## src/rtl/qe_pkg.sv

```systemverilog
package qe_pkg;
  localparam int NUM_WORDS = 4;
  localparam int LAST_WORD = NUM_WORDS - 1;
  localparam int HWO_BIT = 0;
  localparam int BPS_BIT = 2;
  localparam int IOC_BIT = 7;
  localparam int ZLP_BIT = 29;

  typedef enum logic [2:0] {
    S_IDLE, S_FETCH, S_CHECK, S_XFER, S_WB3, S_WB0, S_PARK
  } qeState_t;

  typedef struct packed {
    logic       loadStart;
    logic       capWord;
    logic       capRx;
    logic       advance;
    logic [1:0] wordIdx;
  } qeStrobes_t;
endpackage

```

## src/rtl/qe_datapath.sv

```systemverilog
module qe_datapath
  import qe_pkg::*;
#(
  parameter int ADDR_W = 32,
  parameter int LEN_W  = 16
) (
  input  logic              clk,
  input  logic              rstN,
  input  qeStrobes_t        strb,
  input  logic              txMode,
  input  logic [ADDR_W-1:0] startAddr,
  input  logic [31:0]       memRdata,
  input  logic [LEN_W-1:0]  xferRxLen,
  output logic [ADDR_W-1:0] memAddr,
  output logic [31:0]       memWdata,
  output logic [ADDR_W-1:0] curPtr,
  output logic [ADDR_W-1:0] xferAddr,
  output logic [LEN_W-1:0]  xferLen,
  output logic              xferZlp,
  output logic              descHwo,
  output logic              descBps,
  output logic              descIoc,
  output logic              csumOk
);
  logic [NUM_WORDS-1:0][31:0] descWord;
  logic [7:0]                 sumAcc;
  logic [LEN_W-1:0]           rxLenQ;

  function automatic logic [7:0] byteSum(input logic [31:0] w);
    return w[7:0] + w[15:8] + w[23:16] + w[31:24];
  endfunction

  always_ff @(posedge clk or negedge rstN) begin
    if (!rstN) begin
      curPtr   <= '0;
      descWord <= '0;
      sumAcc   <= '0;
      rxLenQ   <= '0;
    end else begin
      if (strb.loadStart)    curPtr <= startAddr;
      else if (strb.advance) curPtr <= descWord[1][ADDR_W-1:0];
      if (strb.capWord) begin
        descWord[strb.wordIdx] <= memRdata;
        sumAcc <= ((strb.wordIdx == 2'd0) ? 8'd0 : sumAcc) + byteSum(memRdata);
      end
      if (strb.capRx) rxLenQ <= xferRxLen;
    end
  end

  assign memAddr  = curPtr + ADDR_W'({strb.wordIdx, 2'b00});
  assign memWdata = (strb.wordIdx == 2'(LAST_WORD))
                  ? {descWord[3][31:LEN_W], rxLenQ}
                  : {descWord[0][31:1], 1'b0};

  assign xferAddr = descWord[2][ADDR_W-1:0];
  assign xferLen  = txMode ? descWord[3][LEN_W-1:0] : descWord[0][31:16];
  assign xferZlp  = txMode & descWord[3][ZLP_BIT];
  assign descHwo  = descWord[0][HWO_BIT];
  assign descBps  = descWord[0][BPS_BIT];
  assign descIoc  = descWord[0][IOC_BIT];
  assign csumOk   = (sumAcc == 8'hFF);
endmodule

```

## src/rtl/qe_ctrl.sv

```systemverilog
module qe_ctrl
  import qe_pkg::*;
(
  input  logic       clk,
  input  logic       rstN,
  input  logic       start,
  input  logic       resume,
  input  logic       csumEn,
  input  logic       txMode,
  input  logic       memAck,
  input  logic       xferDone,
  input  logic       descHwo,
  input  logic       descBps,
  input  logic       descIoc,
  input  logic       csumOk,
  output qeStrobes_t strb,
  output logic       memReq,
  output logic       memWe,
  output logic       xferValid,
  output logic       iocIrq,
  output logic       csumIrq,
  output logic       parked
);
  qeState_t   state, stateNxt;
  logic [1:0] wordCnt, wordCntNxt;
  logic       iocNxt, csumNxt;

  always_ff @(posedge clk or negedge rstN) begin
    if (!rstN) begin
      state   <= S_IDLE;
      wordCnt <= '0;
      iocIrq  <= 1'b0;
      csumIrq <= 1'b0;
    end else begin
      state   <= stateNxt;
      wordCnt <= wordCntNxt;
      iocIrq  <= iocNxt;
      csumIrq <= csumNxt;
    end
  end

  always_comb begin
    stateNxt     = state;
    wordCntNxt   = wordCnt;
    strb         = '0;
    strb.wordIdx = wordCnt;
    memReq       = 1'b0;
    memWe        = 1'b0;
    xferValid    = 1'b0;
    iocNxt       = 1'b0;
    csumNxt      = 1'b0;
    case (state)
      S_IDLE, S_PARK: begin
        if (start) begin
          strb.loadStart = 1'b1;
          stateNxt       = S_FETCH;
          wordCntNxt     = '0;
        end else if (resume && state == S_PARK) begin
          stateNxt   = S_FETCH;
          wordCntNxt = '0;
        end
      end
      S_FETCH: begin
        memReq = 1'b1;
        if (memAck) begin
          strb.capWord = 1'b1;
          if (wordCnt == 2'(LAST_WORD)) stateNxt = S_CHECK;
          else wordCntNxt = wordCnt + 2'd1;
        end
      end
      S_CHECK: begin
        if (!descHwo) stateNxt = S_PARK;
        else if (csumEn && !csumOk) begin
          csumNxt  = 1'b1;
          stateNxt = S_PARK;
        end else if (descBps) begin
          strb.advance = 1'b1;
          stateNxt     = S_FETCH;
          wordCntNxt   = '0;
        end else stateNxt = S_XFER;
      end
      S_XFER: begin
        xferValid = 1'b1;
        if (xferDone) begin
          strb.capRx = 1'b1;
          stateNxt   = txMode ? S_WB0 : S_WB3;
        end
      end
      S_WB3: begin
        memReq       = 1'b1;
        memWe        = 1'b1;
        strb.wordIdx = 2'(LAST_WORD);
        if (memAck) stateNxt = S_WB0;
      end
      S_WB0: begin
        memReq       = 1'b1;
        memWe        = 1'b1;
        strb.wordIdx = 2'd0;
        if (memAck) begin
          iocNxt       = descIoc;
          strb.advance = 1'b1;
          stateNxt     = S_FETCH;
          wordCntNxt   = '0;
        end
      end
      default: stateNxt = S_IDLE;
    endcase
  end

  assign parked = (state == S_PARK);

  assert_ioc_pulse_R9: assert property (@(posedge clk) disable iff (!rstN)
    iocIrq |=> !iocIrq);
  assert_csum_parks_R4: assert property (@(posedge clk) disable iff (!rstN)
    csumIrq |-> (state == S_PARK));
  assert_req_hold_R2: assert property (@(posedge clk) disable iff (!rstN)
    (memReq && !memAck) |=> (memReq && $stable(strb.wordIdx)));
endmodule

```

## src/rtl/qe_ring_engine.sv

```systemverilog
module qe_ring_engine
  import qe_pkg::*;
#(
  parameter int ADDR_W = 32,
  parameter int LEN_W  = 16
) (
  input  logic              clk,
  input  logic              rstN,
  input  logic              start,
  input  logic [ADDR_W-1:0] startAddr,
  input  logic              resume,
  input  logic              csumEn,
  input  logic              txMode,
  output logic              memReq,
  output logic              memWe,
  output logic [ADDR_W-1:0] memAddr,
  output logic [31:0]       memWdata,
  input  logic              memAck,
  input  logic [31:0]       memRdata,
  output logic              xferValid,
  output logic [ADDR_W-1:0] xferAddr,
  output logic [LEN_W-1:0]  xferLen,
  output logic              xferZlp,
  input  logic              xferDone,
  input  logic [LEN_W-1:0]  xferRxLen,
  output logic              iocIrq,
  output logic              csumIrq,
  output logic              parked,
  output logic [ADDR_W-1:0] curPtr
);
  qeStrobes_t strb;
  logic descHwo, descBps, descIoc, csumOk;

  qe_ctrl uCtrl (
    .clk(clk), .rstN(rstN), .start(start), .resume(resume), .csumEn(csumEn),
    .txMode(txMode), .memAck(memAck), .xferDone(xferDone), .descHwo(descHwo),
    .descBps(descBps), .descIoc(descIoc), .csumOk(csumOk), .strb(strb),
    .memReq(memReq), .memWe(memWe), .xferValid(xferValid), .iocIrq(iocIrq),
    .csumIrq(csumIrq), .parked(parked)
  );

  qe_datapath #(.ADDR_W(ADDR_W), .LEN_W(LEN_W)) uPath (
    .clk(clk), .rstN(rstN), .strb(strb), .txMode(txMode), .startAddr(startAddr),
    .memRdata(memRdata), .xferRxLen(xferRxLen), .memAddr(memAddr),
    .memWdata(memWdata), .curPtr(curPtr), .xferAddr(xferAddr), .xferLen(xferLen),
    .xferZlp(xferZlp), .descHwo(descHwo), .descBps(descBps), .descIoc(descIoc),
    .csumOk(csumOk)
  );

  assert_xfer_owned_R5: assert property (@(posedge clk) disable iff (!rstN)
    xferValid |-> (descHwo && !descBps && !memReq));
  assert_wr_offsets_R8: assert property (@(posedge clk) disable iff (!rstN)
    (memReq && memWe) |-> ((memAddr - curPtr) == ADDR_W'(0) ||
                           (memAddr - curPtr) == ADDR_W'(12)));
  assert_rx_len_wb_R7: assert property (@(posedge clk) disable iff (!rstN)
    (memReq && memWe && (memAddr - curPtr) == ADDR_W'(12)) |-> !txMode);
endmodule

```

## config.mk

```make
export PLATFORM = sky130hd
export DESIGN_NAME = qe_ring_engine
export DESIGN_NICKNAME = d
export VERILOG_FILES = /design/src/rtl/qe_pkg.sv /design/src/rtl/qe_datapath.sv /design/src/rtl/qe_ctrl.sv /design/src/rtl/qe_ring_engine.sv
export SDC_FILE = /design/constraint.sdc
export NUM_CORES = 1
export LEC_CHECK = 0
export BUFFER_PORTS_ARGS = -buffer_cell sky130_fd_sc_hd__buf_2
export CAP_MARGIN = 0
export CORE_UTILIZATION = 35
export CTS_CLUSTER_SIZE = 16
export DETAILED_ROUTE_END_ITERATION = 10
export PLACE_DENSITY = 0.62
export REMOVE_ABC_BUFFERS = 1
export SETUP_SLACK_MARGIN = 0.5
export SYNTH_ARGS = -nofsm -noshare
export SYNTH_HDL_FRONTEND = slang
export SYNTH_SLANG_ARGS = --single-unit
export TNS_END_PERCENT = 5
```

## constraint.sdc

```tcl
create_clock -name clk -period 2.8 [get_ports clk]
set_input_delay 0.28 -clock clk [delete_from_list [all_inputs] [get_ports clk]]
set_output_delay 0.28 -clock clk [all_outputs]
set_load 0.05 [all_outputs]
```

# After elaboration in Yosys (flattened, before gate mapping)
# Cells that the tools add are included.
# totals
latchBits	0
memories	0
mem_bits_rw	0
out_inout_bits	151
ff_bits	191
word_cells	100
in_bits	88
romBits	0
# classes
mul	0
bitwise	1
mux	48
n_eq_ne	19
n_shift	0
order_cmp	2
n_reduce_logical	13
addsub	6
div	0
# op_table
op	count
$bwmux W128	1
$mux W32	4
$demux W32 S2	1
$add A32 B4 Y32	1
$add A8 B8 Y8	4
$mux W3	9
$mux W1	18
$mux W2	9
$pmux W3 S6	1
$mux W16	1
$ne A2 B2 Y1 const B	6
$eq A3 B3 Y1 const B	3
$eq A8 B8 Y1 const B	1
$mux W8	1
$pmux W2 S4	1
$reduce_and A8 Y1	1
$eq A3 B2 Y1 const B	2
$ne A2 B1 Y1 const B	3
$reduce_and A6 Y1	1
$eq A2 B2 Y1 const B	2
$pmux W2 S2	1
$reduce_bool A4 Y1	1
$reduce_or A2 Y1	2
$eq A3 B1 Y1 const B	1
other kinds (12)	14

# Logic depth before layout (Yosys ltp)
# logic_depth
ltp_word	8
ltp_mapped	13

# Modules after synthesis
# From an unflattened synthesis, not the netlist that was laid out.
# hier_totals
hier_cells	872
area_unflattened_um2	9900.7
# modules_own_cells
module	seq_area_each_um2	n_inst	area_each_um2	cells_per_inst
qe_datapath	4604.4	1	9345.2	806
qe_ctrl	175.2	1	555.5	66

# Worst setup path after synthesis
# No wires, ideal clock.
# synth_timing
path_kind	register to output
from	register uCtrl.state[1]
to	output port memAddr[28]
arrival_time_ps	3178
stages_incl_launch_ff	12
required_ps	2520
slack_ps	-658
path_buffers	1
path_cell_list	dfrtp_1 > nand2b_1 > buf_4 > o21ai_0 > ha_1 > inv_1 > fa_1 > nor2b_1 > nand4b_1 > nor3_2 > nand3_1 > xnor2_1
# synth_between
elab_chain_cells	3
word_cells_on_any_way	4
cone_classes	1 x add/sub; 2 x eq/ne; 1 x mux
# synth_lines
element	line_no	rtl
start, declared	qe_ctrl.sv:24	qeState_t state, stateNxt;
start signal, assigned	qe_ctrl.sv:35	state <= stateNxt;
$eq A3 B3 Y1	qe_ctrl.sv:52	case (state)
$pmux W2 S2 *	qe_ctrl.sv:52	
$add A32 B4 Y32 *	qe_datapath.sv:50	assign memAddr = curPtr + ADDR_W'({strb.wordIdx, 2'b00});
end, declared	qe_ring_engine.sv:16	output logic [ADDR_W-1:0] memAddr,
# Every way passes the cells marked *; elsewhere a longest branch is shown, timed or not.

# Worst setup path after layout
# layout_timing
from	register uCtrl.state[1]
to	output port memAddr[26]
# Same word-level chain as after synthesis.

==> reports/results.env <==
STATUS='finished, violations left'
VIOLATED_CHECKS='negative setup slack'
FINISH.NET_COUNT=1267
DIE_HEIGHT_MICRONS=169.8
MIN-DELAY-START='xferRxLen[2]'
PLACE_HPWL_MM=21.62
CLK-INSERTION-DELAY-LATE_NS=0.45
TIMING.CRITICAL_PATH.REQUIRED_NS=2.52
SLEW_MARGIN_REL_PCT=54.22
FILLCELLCOUNT=2615
CTS-ROOT-BUF='sky130_fd_sc_hd__clkbuf_16'
DESIGN_AREA_SQ_MM=0.01289
TIMING.FINAL.CRIT_SHARE_PCT=115.0
SYNTH_TOP_AREA_CELLS='sky130_fd_sc_hd__dfrtp_1, sky130_fd_sc_hd__mux2_2, sky130_fd_sc_hd__fa_1'
AREA_GROWTH_PCT=30.84
SYNTHESIS.AREA_SQ_MM=0.009853
ANTENNA_VIOLATIONS_BEFORE_REPAIR=5
GLOBAL_ROUTE.OVERFLOW_TOTAL=0
R2R-START='uCtrl.state[1]$_DFFE_PN0P_'
YOSYSUNIQUECELLTYPES=56
POST_ROUTE_CELLS_DRIVE_ABOVE_1_SHARE_PCT=46.55
SYNTH-SEQ-AREA-SHARE_PCT=48.51
SETUP_WS_NS=-0.4195
CRITICAL_PATH.MAX_FANOUT=4
WORSTSETUPPATHTYPE='register to output pin'
GRT_PASS1_WL_MM=45.00
GRT_PASS1_VIAS=7555
TIMING_HOLD_VIOLATIONS_FINAL=0
POST_SYNTH.CELL_AREA_AVG_SQ_UM=11.18
WORST_HOLD_PATH.NUM_CELLS=2
DRT-TOTAL-WL_MM=29.34
LAYOUTNONFILLERINSTCOUNT=1540
GR-USAGE-ALL-LAYERS_PCT=20.99
WORSTHOLDENDPOINT='uPath.rxLenQ[2]$_DFFE_PN0P_'
WORSTREG2REGEND='uPath.sumAcc[7]$_DFFE_PN0P_'
SYNTH_LARGEST_AREA_CELL='sky130_fd_sc_hd__dfrtp_1'
SLOWEST_DELAY_NS=0.39
CTS_BUFFERS=17
MAX_CAP_VIOLATIONS=0
PLACED_CELL_AREA_SQ_MM=0.01183
CLK_PIN_SLEW_NS=0.08
CRITICAL_PATH_ARRIVAL_NS=2.94
TIMING.FINAL.CRIT_PERIOD_NS=3.219
CTS_SINKS=191
NUMBER_OF_WARNINGS_PRINTED_DURING_YOSYS_SYNTHESIS=0
YOSYS.AREA.TOP_TYPE_SHARE_PCT=48.51
NETLIST_TOP_CELLS_COUNT='sky130_fd_sc_hd__dfrtp_1, sky130_fd_sc_hd__mux2_2, sky130_fd_sc_hd__inv_1, sky130_fd_sc_hd__nand2_1, sky130_fd_sc_hd__o21ai_0'
FINALSETUPVIOLATIONS=27
ORDERED_CELL_LIST_FOR_THE_CRITICAL_PATH='nand2b_4 -> o21ai_2 -> ha_2 -> inv_2 -> fa_2 -> nor2b_4 -> nand4b_1 -> nor3_2 -> buf_6 -> nand3_4 -> xnor2_2 -> buf_12'
DRC_ERRORS=0
GRT_SETUP_UNREPAIRED='true'
VIA_COUNT=7343
CTS_TREE='built'
YS_SEQ_ELEMENTS=191
DETAIL-ROUTE-ANTENNA-NETS=0
CRITICAL_PATH.STARTPOINT_TYPE='register'
VIAS_PER_CELL=4.768
DRT-WIRELENGTH-PER-CELL_MICRONS=19.05
NUMBER_OF_H_TREE_LEVELS=4
TIMING.FINAL.MAX_SLEW_VIOLATIONS=0
GP_CONGESTION=0.8089
CRIT_PATH_TOP_DELAY_CELL='sky130_fd_sc_hd__dfrtp_1'
TIMING.REG2REG.SETUP_SLACK_NS=-0.27
GRT_MAX_DEGREE=82
SYNTHMOSTINSTANTIATEDCELL='sky130_fd_sc_hd__dfrtp_1'
WORST_CLOCK_SKEW_NS=0.01510
INITIALDRTVIOLATIONCOUNT=430
COUNT_OF_FLIP_FLOPS_WITH_A_BUILT_IN_ENABLE_AFTER_SYNTHESIS=0
FFS_W_ASYNC_S_R_SYNTH_PCT=100.0
MIN_PATH_TYPE='input pin to register'
ROW_COUNT=61
IO-PIN-COUNT=239
WORST-R2R-CELL-COUNT=14
CP-END-KIND='output pin'
MAX_FREQ_GHz=0.3106
PLACEMENT.IO_BUFFERS=238
POST-PLACE-CELLS=1499
TIGHTESTPINTRANSITION_NS=0.6867
POST_SYNTH_INST_COUNT=881
DESIGN.CORE.AREA_SQ_MM=0.02771
INITIAL_CORE_UTIL_PCT=35.56
CLOCK_PATH_BUFFERS=2
SYNTHFLOPTYPE='sky130_fd_sc_hd__dfrtp_1'
DRT-PASS1-ITER-COUNT=4
DIE_AREA_SQ_MM=0.02883
DIE_WIDTH_MICRONS=169.8
-- routing by layer --
metal,part of all wire [%],up-vias,global-route usage [%]
met5,0.089,-,0
met4,0.96,4,4.269
met3,7.4,28,6.017
met2,45,241,32.54
met1,47,3587,29.10
li1,-,3483,-
-- stage by stage --
stage	hold slack (ns)	setup TNS, ns	utilization [%]	setup WS [ns]
floorplan	-0.01559	-21.34	-	-0.8183
global placement	0.3686	-6.124	42.71	-0.7968
detailed placement	0.3727	-6.970	42.71	-0.8387
CTS	0.04811	-6.701	46.08	-0.4178
global route	0.05203	-10.77	46.52	-0.5705
finish	0.05865	-6.387	46.53	-0.4195
-- kinds of logic (layout without fill, tap and decap cells) --
| logic type | after synthesis | after routing | share of synthesized area (%) |
|---|---|---|---|
| buffers and inverters | 163 | 442 | 8.152 |
| multiplexers | 144 | 144 | 17.30 |
| adder cells (fa/ha/maj) | 32 | 32 | 5.663 |
| flip-flops | 191 | 191 | 48.51 |
| AO/OA/AOI/OAI | 148 | 148 | 8.495 |
| AND/OR/NAND/NOR | 167 | 167 | 8.407 |
| XOR/XNOR | 36 | 36 | 3.479 |
| other | 0 | 2 | 0 |
-- timing repair --
item | CTS | global route
pin swaps | 14 | 8
setup endpoints to repair | 71 | 68
gates resized for setup | 99 | 22
hold endpoints to repair | 76 | 0
hold buffers | 1 | 0
setup buffers | 2 | 4
-- worst max-delay path: cells and delay by family (launching register included) --
family	cells	cell delay (ns)
adders and majority gates	2	0.58
and+or+nand+nor	5	0.79
DFF	1	0.39
buffers and inverters	3	0.38
AOI/OAI and AO/OA	1	0.13
xor gates and xnor gates	1	0.21
-- how the worst max path moves through the flow --
stage                     slack, ns                          end                        from
after global placement        -0.80  uPath.sumAcc[7]$_DFFE_PN0P_                 memRdata[1]
after floorplan               -0.82                  memAddr[28]  uCtrl.state[1]$_DFFE_PN0P_
after detailed placement      -0.84  uPath.sumAcc[7]$_DFFE_PN0P_                 memRdata[1]
final                         -0.42                  memAddr[26]  uCtrl.state[1]$_DFFE_PN0P_
after CTS                     -0.42                  memAddr[22]  uCtrl.state[1]$_DFFE_PN0P_
after global routing          -0.57                  memAddr[26]  uCtrl.state[1]$_DFFE_PN0P_
-- final cells by class --
type / count / area, sq um / area share [%]
clock buffers: 17 / 425.4 / 3.300
clock inverters: 15 / 153.9 / 1.194
well taps: 378 / 473.0 / 3.668
flip-flops and latches: 191 / 4780 / 37.07
diodes: 2 / 5.005 / 0.03882
repair buffers: 323 / 2208 / 17.13
multi-input cells: 527 / 4521 / 35.06
inverters: 87 / 326.6 / 2.533
-- registers in the layout, summed over array words and instances (netlist names) --
register and count:
uPath.sumAcc 8, uCtrl.wordCnt 2, uPath.descBps 1, uCtrl.state 3
uPath.rxLenQ 16, uPath.curPtr 32, uPath.xferAddr 32, uCtrl.csumIrq 1
uPath.descHwo 1, uCtrl.iocIrq 1, uPath.descIoc 1, uPath.descWord 93
-- cells in the final DEF, fill, tap and decap left out, types with 5 or more instances in the layout --
cell	count
sky130_fd_sc_hd__buf_12	14
sky130_fd_sc_hd__o22ai_1	28
sky130_fd_sc_hd__mux2_4	24
sky130_fd_sc_hd__o21ai_0	62
sky130_fd_sc_hd__buf_6	8
sky130_fd_sc_hd__xnor2_2	5
sky130_fd_sc_hd__inv_1	85
sky130_fd_sc_hd__fa_1	19
sky130_fd_sc_hd__mux2i_1	5
sky130_fd_sc_hd__nand4_1	9
sky130_fd_sc_hd__buf_4	123
sky130_fd_sc_hd__clkbuf_16	17
sky130_fd_sc_hd__dfrtp_1	191
sky130_fd_sc_hd__buf_2	175
sky130_fd_sc_hd__inv_6	5
sky130_fd_sc_hd__nor2_1	13
sky130_fd_sc_hd__and2_1	5
sky130_fd_sc_hd__ha_1	9
sky130_fd_sc_hd__a21oi_1	37
sky130_fd_sc_hd__nand2_1	84
sky130_fd_sc_hd__nand3_1	5
sky130_fd_sc_hd__xnor2_1	25
sky130_fd_sc_hd__mux2_2	112
Power is not shown: default switching activity piles up to over one toggle a cycle in this logic, so the estimate is an artifact.
